`src/rtl/mac_irq_pkg.sv`:
```
package mac_irq_pkg;

    localparam int REG_W = 16;

    localparam int B_RX_DONE   = 0;
    localparam int B_RX_NODESC = 1;
    localparam int B_RX_FULL   = 2;
    localparam int B_RX_EARLY  = 3;
    localparam int B_TX_DONE   = 4;
    localparam int B_TX_EARLY  = 7;
    localparam int B_CNT_OVF   = 8;
    localparam int B_LINK      = 9;

    function automatic logic [REG_W-1:0] build_map();
        logic [REG_W-1:0] m;
        m = '0;
        m[B_RX_DONE]   = 1'b1;
        m[B_RX_NODESC] = 1'b1;
        m[B_RX_FULL]   = 1'b1;
        m[B_RX_EARLY]  = 1'b1;
        m[B_TX_DONE]   = 1'b1;
        m[B_TX_EARLY]  = 1'b1;
        m[B_CNT_OVF]   = 1'b1;
        m[B_LINK]      = 1'b1;
        return m;
    endfunction

    localparam logic [REG_W-1:0] EVT_MAP = build_map();

    typedef struct packed {
        logic             rd_stat;
        logic             rd_en;
        logic             rd_any;
        logic             wr_en;
        logic [REG_W-1:0] wdata;
    } reg_cmd_t;

endpackage

```
`src/rtl/mac_irq_decode.sv`:
```
module mac_irq_decode
    import mac_irq_pkg::*;
#(
    parameter int ADDR_W    = 4,
    parameter int STAT_ADDR = 0,
    parameter int EN_ADDR   = 1
) (
    input  logic              reg_rd,
    input  logic              reg_wr,
    input  logic [ADDR_W-1:0] reg_addr,
    input  logic [REG_W-1:0]  reg_wdata,
    output reg_cmd_t          cmd
);
    localparam logic [ADDR_W-1:0] A_STAT = ADDR_W'(STAT_ADDR);
    localparam logic [ADDR_W-1:0] A_EN   = ADDR_W'(EN_ADDR);

    always_comb begin
        cmd         = '0;
        cmd.rd_any  = reg_rd;
        cmd.rd_stat = reg_rd && (reg_addr == A_STAT);
        cmd.rd_en   = reg_rd && (reg_addr == A_EN);
        cmd.wr_en   = reg_wr && (reg_addr == A_EN);
        cmd.wdata   = reg_wdata;
    end
endmodule

```
`src/rtl/mac_irq_status.sv`:
```
module mac_irq_status
    import mac_irq_pkg::*;
(
    input  logic             clk,
    input  logic             rst,
    input  logic [REG_W-1:0] evt,
    input  logic             clr,
    output logic [REG_W-1:0] status_q
);
    for (genvar g = 0; g < REG_W; g++) begin : g_bit
        if (EVT_MAP[g]) begin : g_live
            logic bit_q;
            always_ff @(posedge clk) begin
                if (rst) bit_q <= 1'b0;
                else     bit_q <= (bit_q && !clr) || evt[g];
            end
            assign status_q[g] = bit_q;
        end else begin : g_tied
            assign status_q[g] = 1'b0;
        end
    end
endmodule

```
`src/rtl/mac_irq_enable.sv`:
```
module mac_irq_enable
    import mac_irq_pkg::*;
(
    input  logic             clk,
    input  logic             rst,
    input  logic             load,
    input  logic [REG_W-1:0] wdata,
    output logic [REG_W-1:0] en_q
);
    for (genvar g = 0; g < REG_W; g++) begin : g_bit
        if (EVT_MAP[g]) begin : g_live
            logic bit_q;
            always_ff @(posedge clk) begin
                if (rst)       bit_q <= 1'b0;
                else if (load) bit_q <= wdata[g];
            end
            assign en_q[g] = bit_q;
        end else begin : g_tied
            assign en_q[g] = 1'b0;
        end
    end
endmodule

```
`src/rtl/mac_irq_rdport.sv`:
```
module mac_irq_rdport
    import mac_irq_pkg::*;
(
    input  logic             clk,
    input  logic             rst,
    input  reg_cmd_t         cmd,
    input  logic [REG_W-1:0] status,
    input  logic [REG_W-1:0] enable,
    output logic [REG_W-1:0] rdata_q
);
    logic [REG_W-1:0] sel;

    always_comb begin
        sel = '0;
        if (cmd.rd_stat)    sel = status;
        else if (cmd.rd_en) sel = enable;
    end

    always_ff @(posedge clk) begin
        if (rst)             rdata_q <= '0;
        else if (cmd.rd_any) rdata_q <= sel;
    end
endmodule

```
`src/rtl/mac_irq_ctrl.sv`:
```
module mac_irq_ctrl
    import mac_irq_pkg::*;
#(
    parameter int ADDR_W    = 4,
    parameter int STAT_ADDR = 0,
    parameter int EN_ADDR   = 1
) (
    input  logic              clk,
    input  logic              rst,
    input  logic [REG_W-1:0]  evt_in,
    input  logic              reg_rd,
    input  logic              reg_wr,
    input  logic [ADDR_W-1:0] reg_addr,
    input  logic [REG_W-1:0]  reg_wdata,
    output logic [REG_W-1:0]  reg_rdata,
    output logic              irq
);
    reg_cmd_t         cmd;
    logic [REG_W-1:0] status_q;
    logic [REG_W-1:0] en_q;

    mac_irq_decode #(
        .ADDR_W(ADDR_W), .STAT_ADDR(STAT_ADDR), .EN_ADDR(EN_ADDR)
    ) u_dec (
        .reg_rd(reg_rd), .reg_wr(reg_wr), .reg_addr(reg_addr),
        .reg_wdata(reg_wdata), .cmd(cmd)
    );

    mac_irq_status u_stat (
        .clk(clk), .rst(rst), .evt(evt_in), .clr(cmd.rd_stat),
        .status_q(status_q)
    );

    mac_irq_enable u_en (
        .clk(clk), .rst(rst), .load(cmd.wr_en), .wdata(cmd.wdata),
        .en_q(en_q)
    );

    mac_irq_rdport u_rd (
        .clk(clk), .rst(rst), .cmd(cmd), .status(status_q),
        .enable(en_q), .rdata_q(reg_rdata)
    );

    assign irq = |(status_q & en_q);
endmodule

```
`config.mk`:
```
export PLATFORM = sky130hd
export DESIGN_NAME = mac_irq_ctrl
export DESIGN_NICKNAME = d
export VERILOG_FILES = /design/src/rtl/mac_irq_pkg.sv /design/src/rtl/mac_irq_decode.sv /design/src/rtl/mac_irq_status.sv /design/src/rtl/mac_irq_enable.sv /design/src/rtl/mac_irq_rdport.sv /design/src/rtl/mac_irq_ctrl.sv
export SDC_FILE = /design/constraint.sdc
export NUM_CORES = 1
export LEC_CHECK = 0
export BUFFER_PORTS_ARGS = -buffer_cell sky130_fd_sc_hd__buf_2
export CORE_UTILIZATION = 44
export DETAILED_ROUTE_END_ITERATION = 8
export PLACE_DENSITY = 0.76
export SYNTH_ARGS = -nofsm -noshare
export SYNTH_HDL_FRONTEND = slang
export SYNTH_SLANG_ARGS = --single-unit
```
`constraint.sdc`:
```
create_clock -name clk -period 2 [get_ports clk]
set_input_delay 0.4 -clock clk [delete_from_list [all_inputs] [get_ports clk]]
set_output_delay 0.4 -clock clk [all_outputs]
set_load 0.05 [all_outputs]
```
==> metrics.txt, run 1 <==
setup ws final=about 0.37 ns; clock buffer depth=2; Post-Route Utilization=56.4%; Vias=869; clk_skew=around 0.0056 ns; H-tree Lvls=1; Final setup viols=0; vias in the first global route=848; ys async rst share=0%; Distinct cells, synth=19; Die Y=approximately 53 microns; Yosys top cell by area=dfxtp_1; post-detail-place hpwl=1.63 mm; YS warnings=0; CP Max Fanout=3; worst path arrival time=1.23 ns; first-pass GRT wire length=3.44 mm; endpoints failing hold=0; Area contributors post-synth=dfxtp_1 43%, mux2i_1 14%, nand2b_1 8.9%, o21ai_2 6.2%, buf_4 5.3%; Clock transition at path regs=0.12 ns; Max Cap Violations=0; drt pass-1 iters=4; Worst slew margin=52.9%; max-slew violations=0; GRT Total Usage=17.0%; initial antenna violation count=0; post-route cell area=0.00131 sq mm; WL/cell=between 10 and 15 microns; Routed Antenna Nets=0; Setup WS pre-CTS=roughly 0.27 ns; Post-CTS Repair Setup Buffers=0; initial core utilization=48.7%; highest clock rate=between 600 and 700 MHz; dominant synthesized flop cell=dfxtp_1; top-area cell type share of the netlist area=42.6%; # port buffers=32; crit-path cells=a22oi_1 > nand4_1 > buf_2; Mapped Avg Cell Area=9.33 sq um; Total Power=0.875 mW; crit start category=register; busiest grt layer=met2; Req. time, crit path=~1.6 ns; area delta synth->final=16.0%; Nets=193; antenna cells=0; RSZ-0062 raised after global routing=no; remaining global-route overflow=0; Crit. End Element=output port; Tcrit/Tclk final=81.4%; TritonCTS clock tree=done; Core Footprint=0.00232 sq mm; pin count of the biggest net entering global routing=27; ratio of cells with drive above 1 in the final layout=a little under a third; # IOs=57; Setup TNS=0 ns; Pwr per Cell Area=668 mW/mm^2; Detailed Route WL=2.02 mm; met1 Resource Use GR=20.0%; fill cell count=218; Skew-Pair Late Insertion Delay=around 0.31 ns; status=completed; Root Driver=clkbuf_4; row count=17; max incr delay on CP=roughly 0.36 ns; fin crit period=1.63 ns; die area=0.00277 sq mm; transition time of the tightest slew-check pin=0.701 ns; leakage=roughly 0.59 nW; sequential-to-total area share from yosys stat=42.6%; cts hold-fix bufs=0; Die Wd=52.6 microns; peak supply drop=0.525 mV; drt drc=0; EDFF count, synth=0; met3 Use GR=6.09%; Clock Sinks=24; CTS buffer count=3; kind of critical path=register to output port; Syn Std Cell Area=0.00113 sq mm; slowest CP cell=dfxtp_1; cell count after synthesis=roughly 120; DR vias/cell=4.83; synthesized flop and latch total=24; Hold Path Class=primary input to register; Final Wtd Congestion=0.710; met2 Use GR=29.3%; placed cell area=0.00127 sq mm; Initial DRC Count=13; Gates resized, CTS repair=0
worst max-delay path: cells and delay by family, from the launching register on:
kind	cells	cell delay (ns)
AO/OA/AOI/OAI	1	0.20
AND/OR/NAND/NOR	1	0.12
flip-flops	1	0.36
buffers and inverters	1	0.23
routing by layer:
layer  share of wire (%)  vias to the layer above
met4                   0                        0
li1                    -                      452
met2                  47                       29
met1                  47                      388
met5                   0                        -
met3                 6.0                        0
Yosys cell counts, types with 2 or more instances:
library cell / number
dfxtp_1: 24
buf_2: 2
nand2b_1: 16
inv_1: 8
buf_4: 8
clkbuf_1: 3
o21ai_0: 8
nand2_1: 9
o21ai_2: 8
a21oi_1: 8
mux2i_1: 16
a22oi_1: 4
power by group:
part | switching [mW] | total, mW | internal (mW) | leakage, nW
logic | 0.0829 | 0.126 | 0.0431 | 0.374
registers | 0.0102 | 0.503 | 0.493 | 0.196
clock network | 0.134 | 0.246 | 0.111 | 0.0210
logic make-up after synthesis:
family	count (synthesis)	synth area share (%)
buffers and inverters	22	10.9
multiplexers	16	14.2
flip-flops	24	42.6
AO/OA/AOI/OAI	28	16.0
other	1	0.332
AND/OR/NAND/NOR	30	16.1
worst paths after layout:
check,startpoint,to,slack [ns],depth (start not counted)
worst max-delay path,u_en.g_bit[8].g_live.bit_q,irq,0.37,3
worst max register to register,u_en.g_bit[0].g_live.bit_q,u_rd.rdata_q[0],1.25,2
worst min-delay path,evt_in[0],u_stat.g_bit[0].g_live.bit_q,0.30,3
worst min register to register,u_rd.rdata_q[3],u_rd.rdata_q[3],0.46,2
sequential cells by signal, indices dropped and copies added (netlist names):
name	flops
u_stat.g_bit.g_live.bit_q	8
u_rd.rdata_q	8
u_en.g_bit.g_live.bit_q	8
area by class of cell:
class                           instances  area, sq um  area share [%]
Inverter                                8         30.0            2.29
Multi-Input combinational cell         82          552            42.2
Sequential cell                        24          480            36.7
Clock buffer                            4         36.3            2.77
Tap cell                               28         35.0            2.68
Timing Repair Buffer                   34          175            13.4
placed cells by master (no fill, tap or decap):
master / Yosys / final
o21ai_2: 8 / 8
dfxtp_1: 24 / 24
or4b_1: 1 / 1
mux2i_1: 16 / 16
or2_1: 1 / 1
nor2_1: 1 / 1
nor4_4: 1 / 1
conb_1: 1 / 8
buf_2: 2 / 32
clkbuf_8: 0 / 1
inv_1: 8 / 8
a21oi_1: 8 / 8
clkbuf_4: 0 / 3
buf_4: 8 / 2
nand2b_1: 16 / 16
nand2_1: 9 / 9
a22oi_1: 4 / 4
o21ai_0: 8 / 8
nand4_1: 1 / 1
per-stage QoR:
step / cells / hold slack (ns)
3_3_place_gp: 176 / 0.432
6_report: 180 / 0.302
3_5_place_dp: 176 / 0.441
2_1_floorplan: 128 / 0.461
4_1_cts: 180 / 0.295
5_1_grt: 180 / 0.304
Note: power is estimated with default switching activity, not from simulation.
==> inputs of run 2 (changes only) <==
--- a/config.mk
+++ b/config.mk
@@ -6,9 +6,9 @@
 export NUM_CORES = 1
 export LEC_CHECK = 0
 export BUFFER_PORTS_ARGS = -buffer_cell sky130_fd_sc_hd__buf_2
-export CORE_UTILIZATION = 44
+export CORE_UTILIZATION = 40
 export DETAILED_ROUTE_END_ITERATION = 8
-export PLACE_DENSITY = 0.76
+export PLACE_DENSITY = 0.72
 export SYNTH_ARGS = -nofsm -noshare
 export SYNTH_HDL_FRONTEND = slang
 export SYNTH_SLANG_ARGS = --single-unit
==> constraint.sdc (replaced) <==
create_clock -name clk -period 1.45 [get_ports clk]
set_input_delay 0.29 -clock clk [delete_from_list [all_inputs] [get_ports clk]]
set_output_delay 0.29 -clock clk [all_outputs]
set_load 0.05 [all_outputs]
==> metrics.txt, run 2 (synthesis results as in run 1) <==
status=completed; row count=18; peak supply drop=~0.48 mV; CP Max Fanout=3; DR vias/cell=4.77; met3 wire length=120 microns; crit start category=register; clk_skew=0.00153 ns; setup ws final=0.0199 ns; Hold Path Class=primary input to register; fill cell count=256; drt pass-1 iters=4; Finished Layout Cells=189; Routed Antenna Nets=0; Clock Sinks=24; Core Footprint=0.00257 sq mm; Clock transition at path regs=0.12 ns; fin crit period=1.43 ns; drt drc=0; CTS buffer count=3; Crit. End Element=output port; vias in the first global route=777; leakage=0.634 nW; area delta synth->final=24.2%; max-slew violations=0; Req. time, crit path=1.16 ns; commonest non-fill, non-tap cells in the layout=31 x buf_2, 20 x dfxtp_1, 16 x mux2i_1, 16 x nand2b_1, 9 x nand2_1; post-detail-place hpwl=around 1.6 mm; endpoints failing hold=0; Inst Count DP=184; worst path arrival time=1.14 ns; kind of critical path=register to output port; remaining global-route overflow=0; most common cell after layout, fill and taps aside=buf_2; die area=around 0.0030 sq mm; Final Wtd Congestion=0.794; antenna cells=0; initial core utilization=between 40 and 50%; initial antenna violation count=0; Tcrit/Tclk final=a little over nine tenths; Pwr per Cell Area=approximately 880 mW/mm^2; Setup WS pre-CTS=-0.128 ns; first-pass GRT wire length=roughly 3.2 mm; Die Y=55.1 microns; Skew-Pair Late Insertion Delay=~0.31 ns; top flop regs=u_en.g_bit.g_live.bit_q x8, u_rd.rdata_q x8, u_stat.g_bit.g_live.bit_q x8; # port buffers=32; routed wl met2=roughly 1000 microns; Nets=200; Root Driver=clkbuf_4; GRT Total Usage=14.9%; TritonCTS clock tree=done; Vias=901; ratio of cells with drive above 1 in the final layout=38.4%; highest clock rate=699 MHz; pin count of the biggest net entering global routing=24; Detailed Route WL=2.13 mm; WL/cell=around 11 microns; Final setup viols=0; Min Hold Slack=0.172 ns; H-tree Lvls=1; # IOs=57; Die Wd=55.1 microns; clock buffer depth=2; Metal-1 WL=984 microns; RSZ-0062 raised after global routing=yes; Initial DRC Count=8; Max Cap Violations=0; top sig layer=met4
==> run 2: changes by cell type in the layout (fill, tap and decap cells not counted) <==
cell     before  now
or4b_4        0    1
or4b_1        1    0
buf_12        0    1
dfxtp_1      24   20
buf_6         0    1
a22oi_2       0    2
a22oi_1       4    2
dfxtp_2       0    4
buf_4         2    8
buf_2        32   31
==> run 2: routing by layer <==
| metal | track usage (%) | vias to the layer above |
|---|---|---|
| met5 | 0 | - |
| met4 | 6.25 | 0 |
| met3 | 3.28 | 4 |
| met2 | 25.1 | 29 |
| met1 | 18.2 | 406 |
| li1 | - | 462 |
==> run 2: where the power goes <==
part,internal (mW),total [mW],switching (mW)
combinational,0.0725,0.189,0.117
clock,0.153,0.343,0.189
sequential,0.680,0.696,0.0156
total,0.906,1.23,0.322
==> run 2: timing repair <==
action,CTS,global route
setup buffers,1,0
hold buffers,0,0
resized for setup,5,3
endpoints found under the setup margin,1,1
pin swaps,2,1
==> run 2: final cells by class <==
cell class / instances / area (sq um) / share of cell area (%)
Clock buffer: 4 / 36.3 / 2.59
Inverter: 8 / 30.0 / 2.14
Multi-Input combinational cell: 82 / 566 / 40.4
Sequential cell: 24 / 485 / 34.6
Tap cell: 30 / 37.5 / 2.68
Timing Repair Buffer: 41 / 246 / 17.6
==> run 2: stage by stage <==
stage | setup TNS (ns) | power (mW) | area (sq um) | util [%]
2_1_floorplan | -0.0991 | 0.849 | 1160 | -
3_3_place_gp | -0.706 | 0.890 | 1340 | 52.0
3_5_place_dp | -0.967 | 0.895 | 1340 | 52.0
4_1_cts | 0 | 1.24 | 1400 | 54.4
5_1_grt | -0.0458 | 1.28 | 1400 | 54.6
6_report | 0 | 1.23 | 1400 | 54.6
==> run 2: critical path: stages (launching register included) <==
cell	delay, ns
dfxtp_1	0.34
a22oi_1	0.18
nand4_1	0.13
buf_6	0.18
==> run 2: final timing paths <==
check | from | endpoint | slack, ns | depth (start not counted)
setup / recovery | u_stat.g_bit[4].g_live.bit_q | irq | 0.02 | 3
hold reg to reg | u_rd.rdata_q[8] | u_rd.rdata_q[8] | 0.46 | 2
setup reg to reg | u_en.g_bit[8].g_live.bit_q | u_rd.rdata_q[8] | 0.62 | 3
hold / removal | rst | u_stat.g_bit[7].g_live.bit_q | 0.17 | 2
==> inputs of run 3 (changes only) <==
--- a/config.mk
+++ b/config.mk
@@ -6,9 +6,11 @@
 export NUM_CORES = 1
 export LEC_CHECK = 0
 export BUFFER_PORTS_ARGS = -buffer_cell sky130_fd_sc_hd__buf_2
-export CORE_UTILIZATION = 40
+export CORE_ASPECT_RATIO = 1.4
+export CORE_UTILIZATION = 47
 export DETAILED_ROUTE_END_ITERATION = 8
-export PLACE_DENSITY = 0.72
+export PLACE_DENSITY = 0.75
 export SYNTH_ARGS = -nofsm -noshare
 export SYNTH_HDL_FRONTEND = slang
+export SYNTH_HIERARCHICAL = 1
 export SYNTH_SLANG_ARGS = --single-unit
==> metrics.txt, run 3 <==
drt pass-1 iters=4; Detailed Route WL=~3.3 mm; cell count after synthesis=206; pin count of the biggest net entering global routing=just over 40; crit start category=register; status=finished with violations; Worst Setup SP=u_en/g_bit[7].g_live.bit_q; Root Driver=clkbuf_8; Mapped Avg Cell Area=9.10 sq um; RSZ-0062 raised after global routing=yes; Die Wd=between 50 and 60 microns; area delta synth->final=7.34%; setup ws final=-0.220 ns; Final setup viols=1; Min Hold Slack=0.229 ns; Most flops, register=u_rd/rdata_q; top flop regs=u_rd/rdata_q x16, u_en/g_bit.g_live.bit_q x8, u_stat/g_bit.g_live.bit_q x8; leakage=roughly 0.84 nW; WL/cell=12.5 microns; ratio of cells with drive above 1 in the final layout=a little over a third; most common cell after layout, fill and taps aside=buf_2; Die Y=76.7 microns; die area=0.00425 sq mm; YS warnings=6; CP Max Fanout=3; critical hold path startpoint=evt_in[8]; max incr delay on CP=around 0.33 ns; antenna cells=0; initial antenna violation count=0; Pwr per Cell Area=997 mW/mm^2; cts hold-fix bufs=0; remaining global-route overflow=0; worst path arrival time=1.38 ns; Syn Std Cell Area=0.00187 sq mm; buffers plus inverters on the worst setup path=1; initial core utilization=50.1%; endpoints failing hold=0; highest clock rate=~600 MHz; Skew-Pair Late Insertion Delay=approximately 0.29 ns; post-detail-place hpwl=2.32 mm; fill cell count=approximately 340; multi-input logic area=863 sq um; Clock Sinks=32; Initial DRC Count=32; Max Cap Violations=0; Hold Path Class=primary input to register; clock buffer depth=2; CTS buffer count=5; flip-flop and latch area=646 sq um; GRT Total Usage=17.2%; Core Footprint=0.00374 sq mm; kind of cell adding the most delay to the critical path=compound AO/OA/AOI/OAI gates; failing checks=setup timing; Setup WS pre-CTS=0.0414 ns; H-tree Lvls=2; Clock transition at path regs=about 0.060 ns; Tcrit/Tclk final=115%; # IOs=57; slowest CP cell=dfxtp_2; Req. time, crit path=1.16 ns; crit-path cells=a22o_1 > a221oi_2 > nand4_1 > buf_6; row count=26; peak supply drop=between 0.8 and 0.9 mV; max reg flops=16; Vias=approximately 1300; commonest non-fill, non-tap cells in the layout=39 x buf_2, 28 x dfxtp_1, 26 x nor2_1; Final Wtd Congestion=0.760; vias in the first global route=approximately 1300; kind of critical path=register to output port; DR vias/cell=4.93; max-slew violations=0; TritonCTS clock tree=done; Nets=263; Crit. End Element=output port; clk_skew=between 0.005 and 0.006 ns; drt drc=0; Routed Antenna Nets=0; fin crit period=1.67 ns; r2r startpoint=u_en/g_bit[2].g_live.bit_q; # port buffers=40; first-pass GRT wire length=5.77 mm
==> run 3: cell type report <==
cell class                      instances  share of cell area (%)
Timing Repair Buffer                   49                    16.1
Clock buffer                            7                    4.79
Inverter                                8                    1.49
Tap cell                               42                    2.61
Multi-Input combinational cell        127                    42.9
Sequential cell                        32                    32.1
==> run 3: path summary, 6_finish.rpt <==
kind	end	slack [ns]	cells after the start
min	u_stat/g_bit[8].g_live.bit_q	0.23	3
max	irq	-0.22	4
min reg2reg	u_rd/rdata_q[2]	0.48	2
max reg2reg	u_rd/rdata_q[2]	0.54	4
==> run 3: layer usage <==
metal,up-vias,global-route usage (%),routed length [microns]
met5,-,0,0
met4,0,7.50,61
met3,6,6.75,211
met2,34,27.7,1580
met1,584,20.1,1470
li1,683,-,-
==> run 3: per-stage QoR <==
step                total power [mW]  instances  area, sq um  TNS (ns)  util, %
finish                          2.01        265         2010    -0.220     53.8
global route                    2.10        265         2010    -0.292     53.8
CTS                             2.02        263         2000    -0.240     53.3
detailed placement              1.28        255         1880         0     50.4
global placement                1.27        255         1880         0     50.4
floorplan                       1.26        220         1940    -0.131        -
==> run 3: worst min-delay path, delay by kind of cell <==
family	cells	cell delay (ns)
compound gates	1	0.05
buf+inv	2	0.13
==> run 3: what timing repair did <==
action	4_1_cts	5_1_grt
gates resized for setup	3	1
setup buffers	1	2
pin swaps	1	2
setup endpoints to repair	1	1
gates cloned	0	0
==> run 3: where the power goes <==
group	leakage [nW]	internal, mW	switching (mW)	total, mW
clock network	0.0503	0.422	0.319	0.741
registers	0.265	0.922	0.0296	0.951
logic	0.523	0.115	0.198	0.313
total	0.838	1.46	0.547	2.01
